File: src/rtl/smb_evt_port.sv
module smb_evt_port #(
  parameter logic [6:0]  OWN_ADDR    = 7'h10,
  parameter int          NUM_SHADOW  = 2,
  parameter logic [27:0] SHADOW_LIST = {7'h00, 7'h00, 7'h2C, 7'h45}
) (
  input  logic        clk,
  input  logic        rst_n,
  input  logic        scl_in,
  input  logic        sda_in,
  output logic        sda_oe,
  input  logic [2:0]  reg_addr,
  input  logic        reg_wr,
  input  logic [15:0] reg_wdata,
  output logic [15:0] reg_rdata,
  output logic        evt_pulse
);

  logic [1:0] scl_sy, sda_sy;
  logic       scl_d, sda_d;
  logic       busy, own_hit, ack_q, evt_q, en_q;
  logic [3:0] bit_q;
  logic [2:0] byte_q;
  logic [7:0] sh_q, cmd_t, lo_t, hi_t, cap_cmd, cmp_q;
  logic [15:0] cap_data, mask_q;
  logic [3:0] sh_hit;

  wire scl     = scl_sy[1];
  wire sda     = sda_sy[1];
  wire start_c = scl & scl_d & sda_d & ~sda;
  wire stop_c  = scl & scl_d & ~sda_d & sda;
  wire rise    = scl & ~scl_d;
  wire fall    = ~scl & scl_d;

  for (genvar i = 0; i < 4; i++) begin : g_shadow
    assign sh_hit[i] = (i < NUM_SHADOW) && (sh_q[7:1] == SHADOW_LIST[7*i +: 7]);
  end

  wire own_match = sh_q[7:1] == OWN_ADDR;
  wire addr_ok   = ~sh_q[0] & (own_match | (|sh_hit));
  wire [15:0] word_t = {hi_t, lo_t};

  always_ff @(posedge clk or negedge rst_n) begin
    if (!rst_n) begin
      scl_sy <= 2'b11;
      sda_sy <= 2'b11;
      scl_d  <= 1'b1;
      sda_d  <= 1'b1;
    end else begin
      scl_sy <= {scl_sy[0], scl_in};
      sda_sy <= {sda_sy[0], sda_in};
      scl_d  <= scl;
      sda_d  <= sda;
    end
  end

  always_ff @(posedge clk or negedge rst_n) begin
    if (!rst_n) begin
      busy     <= 1'b0;
      own_hit  <= 1'b0;
      ack_q    <= 1'b0;
      evt_q    <= 1'b0;
      bit_q    <= 4'd0;
      byte_q   <= 3'd0;
      sh_q     <= 8'h00;
      cmd_t    <= 8'h00;
      lo_t     <= 8'h00;
      hi_t     <= 8'h00;
      cap_cmd  <= 8'h00;
      cap_data <= 16'h0000;
    end else begin
      evt_q <= 1'b0;
      if (start_c) begin
        busy   <= 1'b1;
        ack_q  <= 1'b0;
        bit_q  <= 4'd0;
        byte_q <= 3'd0;
      end else if (stop_c) begin
        if (busy && byte_q == 3'd4) begin
          cap_cmd  <= cmd_t;
          cap_data <= word_t;
          evt_q    <= own_hit & en_q & (cmd_t == cmp_q) & (|(mask_q & word_t));
        end
        busy  <= 1'b0;
        ack_q <= 1'b0;
      end else if (busy) begin
        if (rise && bit_q < 4'd8) begin
          sh_q  <= {sh_q[6:0], sda};
          bit_q <= bit_q + 4'd1;
        end else if (fall && ack_q) begin
          ack_q  <= 1'b0;
          bit_q  <= 4'd0;
          byte_q <= byte_q + 3'd1;
        end else if (fall && bit_q == 4'd8) begin
          if (byte_q == 3'd0) begin
            if (addr_ok) begin
              ack_q   <= 1'b1;
              own_hit <= own_match;
            end else begin
              busy <= 1'b0;
            end
          end else if (byte_q < 3'd4) begin
            ack_q <= 1'b1;
            case (byte_q)
              3'd1:    cmd_t <= sh_q;
              3'd2:    lo_t  <= sh_q;
              default: hi_t  <= sh_q;
            endcase
          end else begin
            busy <= 1'b0;
          end
        end
      end
    end
  end

  always_ff @(posedge clk or negedge rst_n) begin
    if (!rst_n) begin
      cmp_q  <= 8'h00;
      mask_q <= 16'h0000;
      en_q   <= 1'b0;
    end else if (reg_wr) begin
      case (reg_addr)
        3'd2:    cmp_q  <= reg_wdata[7:0];
        3'd3:    mask_q <= reg_wdata;
        3'd4:    en_q   <= reg_wdata[0];
        default: ;
      endcase
    end
  end

  always_comb begin
    case (reg_addr)
      3'd0:    reg_rdata = {8'h00, cap_cmd};
      3'd1:    reg_rdata = cap_data;
      3'd2:    reg_rdata = {8'h00, cmp_q};
      3'd3:    reg_rdata = mask_q;
      3'd4:    reg_rdata = {15'h0000, en_q};
      default: reg_rdata = 16'h0000;
    endcase
  end

  assign sda_oe    = ack_q;
  assign evt_pulse = evt_q;

  a_r6_one_cycle: assert property (@(posedge clk) disable iff (!rst_n)
    evt_pulse |=> !evt_pulse);
  a_r7_cmd_equal: assert property (@(posedge clk) disable iff (!rst_n)
    evt_pulse |-> (cap_cmd == $past(cmp_q)));
  a_r8_mask_hit: assert property (@(posedge clk) disable iff (!rst_n)
    evt_pulse |-> (|(cap_data & $past(mask_q))));
  a_r9_enabled: assert property (@(posedge clk) disable iff (!rst_n)
    evt_pulse |-> $past(en_q));
  a_r2_ack_scl_low: assert property (@(posedge clk) disable iff (!rst_n)
    $rose(sda_oe) |-> !scl);

endmodule

File: config.mk
export PLATFORM = sky130hd
export DESIGN_NAME = smb_evt_port
export DESIGN_NICKNAME = d
export VERILOG_FILES = /design/src/rtl/smb_evt_port.sv
export SDC_FILE = /design/constraint.sdc
export NUM_CORES = 1
export LEC_CHECK = 0
export CAP_MARGIN = 20
export CORE_AREA = 2 2 79 156
export CTS_CLUSTER_DIAMETER = 40
export CTS_CLUSTER_SIZE = 24
export DETAILED_ROUTE_END_ITERATION = 8
export DIE_AREA = 0 0 81 158
export DONT_BUFFER_PORTS = 1
export PLACE_DENSITY = 0.55
export SLEW_MARGIN = 20
export SYNTH_ARGS = -nofsm -noshare
export SYNTH_HDL_FRONTEND = slang
export SYNTH_SLANG_ARGS = --single-unit
File: constraint.sdc
create_clock -name clk -period 6.65 [get_ports clk]
set_clock_uncertainty 0.1 [all_clocks]
set_input_delay 0.665 -clock clk [delete_from_list [all_inputs] [get_ports clk]]
set_output_delay 0.665 -clock clk [all_outputs]
set_load 0.01 [all_outputs]
==> impl_metrics.tcl <==
set metrics [dict create \
    outcome "finished, final reports clean" \
    p_per_area_nw_per_um2 302 \
    synth_edf_count 0 \
    fin_setup_tns_ns 0 \
    die_h_um 158 \
    ios 42 \
    gr-max-usage-layer "met2" \
    post-cts-setup-buffers 0 \
    clk_path_buf_depth 2 \
    gr-usage-met1 0.204 \
    timing.rr.end "hi_t[7]" \
    grt_pass1_vias 2833 \
    synth_top_area_cell "dfrtp_1" \
    grt_max_degree 93 \
    final-hold-violation-count 0 \
    place_ws_ns 4.17 \
    cp-start-kind "flop" \
    setup_viol 0 \
    ys_types 44 \
    h-tree-depth 3 \
    reg2reg_slack_ns 4.18 \
    ys_ff_latch 98 \
    r2r_start "bit_q[0]" \
    syn_area_per_cell_um2 14.0 \
    yosys_warnings 0 \
    syn_inst 324 \
    period_minus_slack_ns 2.47 \
    drtIter0Drc 121 \
    layout-drive-gt1-share 0.371 \
    clock_latency_ns 0.34 \
    wl_per_cell_um 22.1 \
    met2_usage 0.327 \
    core_um2 11600 \
    drc 0 \
    place_congestion 0.805 \
    synth.area.top_cells "dfrtp_1, mux2_2, dfstp_2" \
    synth_common_cells "dfrtp_1, mux2_2, nor2_1, clkbuf_1, nor2b_1" \
    reg2regPathDepth 6 \
    nets 354 \
    die_w_um 81 \
    slew_viol_final 0 \
    start_util 0.389 \
    ys_seq_area_frac 0.544 \
    setup_slack_ns 4.18 \
    syn_area_um2 4520 \
    drv_cap 0 \
    dr.pass1.iters 4 \
    path_max_fanout 8 \
    end_kind "flop" \
    antenna_cells 0 \
    vias 2596 \
    worst_slew_pin_slew_ns 0.990 \
    dp_cells 457 \
    antenna_found_initial 0 \
    min_path_type "in -> async" \
    yosysTopAreaCellShare 0.509 \
    leakage_nw 2.23 \
    finalCritPeriodShare 0.372 \
    path_class "reg -> reg" \
    fin_cells 474 \
    cts.sinks 98 \
    syn2layout_area_growth_pct 11.1 \
    max-slew-margin-rel 0.338 \
    ys.flop_type "dfrtp_1" \
    cts-buffers-inserted 9 \
    die_area_um2 12800 \
    portBuffers 0 \
    root_buffer "clkbuf_16" \
    cts_tree "built" \
    place_hpwl_um 7410 \
    rsz0062_at_grt "no" \
    async_flop_share 1.00 \
    grt_pass1_wl_um 16500 \
    crit_required_ns 6.77 \
    ir_worst_vdd_mv 0.210 \
    finalWirelength_um 10500 \
    fmax_mhz 404 \
    ant_nets 0 \
    n_fill_cell 1122 \
    yosysMostFrequentCell "dfrtp_1" \
    worstPathArrival_ns 2.60 \
    viasPerCell 5.48 \
    grt.met3_usage 0.0262 \
    cp-startpoint "bit_q[0]" \
    grt_overflow 0 \
    core.rowCount 56 \
    synth_fp_nets 354 \
    clk_pin_slew_ns 0.07 \
    grt.total_usage 0.177 \
]
## through the flow
step	power (mW)	utilization	hold slack [ns]	instance area, µm²
after floorplan	0.876	-	0.245	4520
final	1.52	0.432	0.0656	5020
after global routing	1.58	0.432	0.0530	5020
after CTS	1.53	0.432	0.0544	5020
after global placement	0.944	0.401	0.248	4670
after detailed placement	0.948	0.401	0.249	4670
## registers in the layout, summed over array words and instances, names as in the netlist, 2 cells and up
name,cells
cap_data,16
cap_cmd,8
byte_q,3
cmp_q,8
lo_t,8
sh_q,8
cmd_t,8
sda_sy,2
bit_q,4
mask_q,16
scl_sy,2
hi_t,8
## critical path, cell delays in order, from the launching register on
cell and delay (ns):
dfrtp_1 0.42, inv_1 0.07, ha_1 0.14, nand4b_1 0.15, or3_4 0.45, nor4b_4 0.61
mux2_2 0.41
## area by class of cell
| cell class | count | area [µm²] | share of cell area |
|---|---|---|---|
| timing repair buffer | 3 | 42.5 | 0.00847 |
| tap | 145 | 181 | 0.0361 |
| clock inverter | 6 | 88.8 | 0.0177 |
| sequential | 98 | 2460 | 0.490 |
| multi-input combinational | 206 | 1990 | 0.396 |
| clock buffer | 10 | 239 | 0.0476 |
| inverter | 6 | 22.5 | 0.00448 |
## per-layer routing
layer  up-vias  routed length, µm
li1       1186                  -
met2        35               5930
met4         0                167
met3         9                269
met5         -                  0
met1      1366               4120
## worst max-delay path by stage
stage,depth (start not counted),endpoint
floorplan,4,reg_rdata[0]
global placement,4,hi_t[5]
detailed placement,6,hi_t[5]
CTS,6,hi_t[5]
global route,4,hi_t[1]
finish,6,hi_t[7]
## report_power, final
| group | switching [mW] | internal [mW] |
|---|---|---|
| combinational | 0.0691 | 0.103 |
| clock | 0.230 | 0.341 |
| sequential | 0.108 | 0.667 |
| total | 0.407 | 1.11 |
## timing repair
action                                  CTS  global route
endpoints found under the hold margin    92             0
hold buffers                              1             0
resized for setup                         0             0
endpoints found under the setup margin    0             0
## cells by family after synthesis
| group | Yosys count | synth area share |
|---|---|---|
| AO/OA/AOI/OAI | 27 | 0.0440 |
| XOR/XNOR | 10 | 0.0194 |
| adder cells (fa/ha/maj) | 6 | 0.0166 |
| buffers and inverters | 20 | 0.0172 |
| flip-flops | 98 | 0.544 |
| multiplexers | 99 | 0.262 |
| AND/OR/NAND/NOR | 64 | 0.0971 |
## cells in the final DEF, fill, tap and decap left out, types with 2 or more instances in the layout
cell type / n
dfrtp_1: 92
and4b_1: 4
buf_4: 2
clkbuf_16: 9
mux2_2: 83
nand2b_1: 2
a21oi_1: 3
xor2_1: 4
bufinv_16: 2
a22o_1: 5
nor2b_1: 9
nand4b_1: 2
nand3_1: 4
and4_1: 2
inv_1: 6
ha_1: 6
clkinvlp_4: 2
mux2i_1: 8
xnor2_1: 6
nor3_1: 3
a221oi_1: 5
o21ai_0: 4
mux4_2: 7
nand2_1: 5
o31ai_1: 3
nor4b_4: 3
nor3b_1: 2
nor2_1: 17
dfstp_2: 6
nand4_1: 3
(Power assumes the default switching activity.)
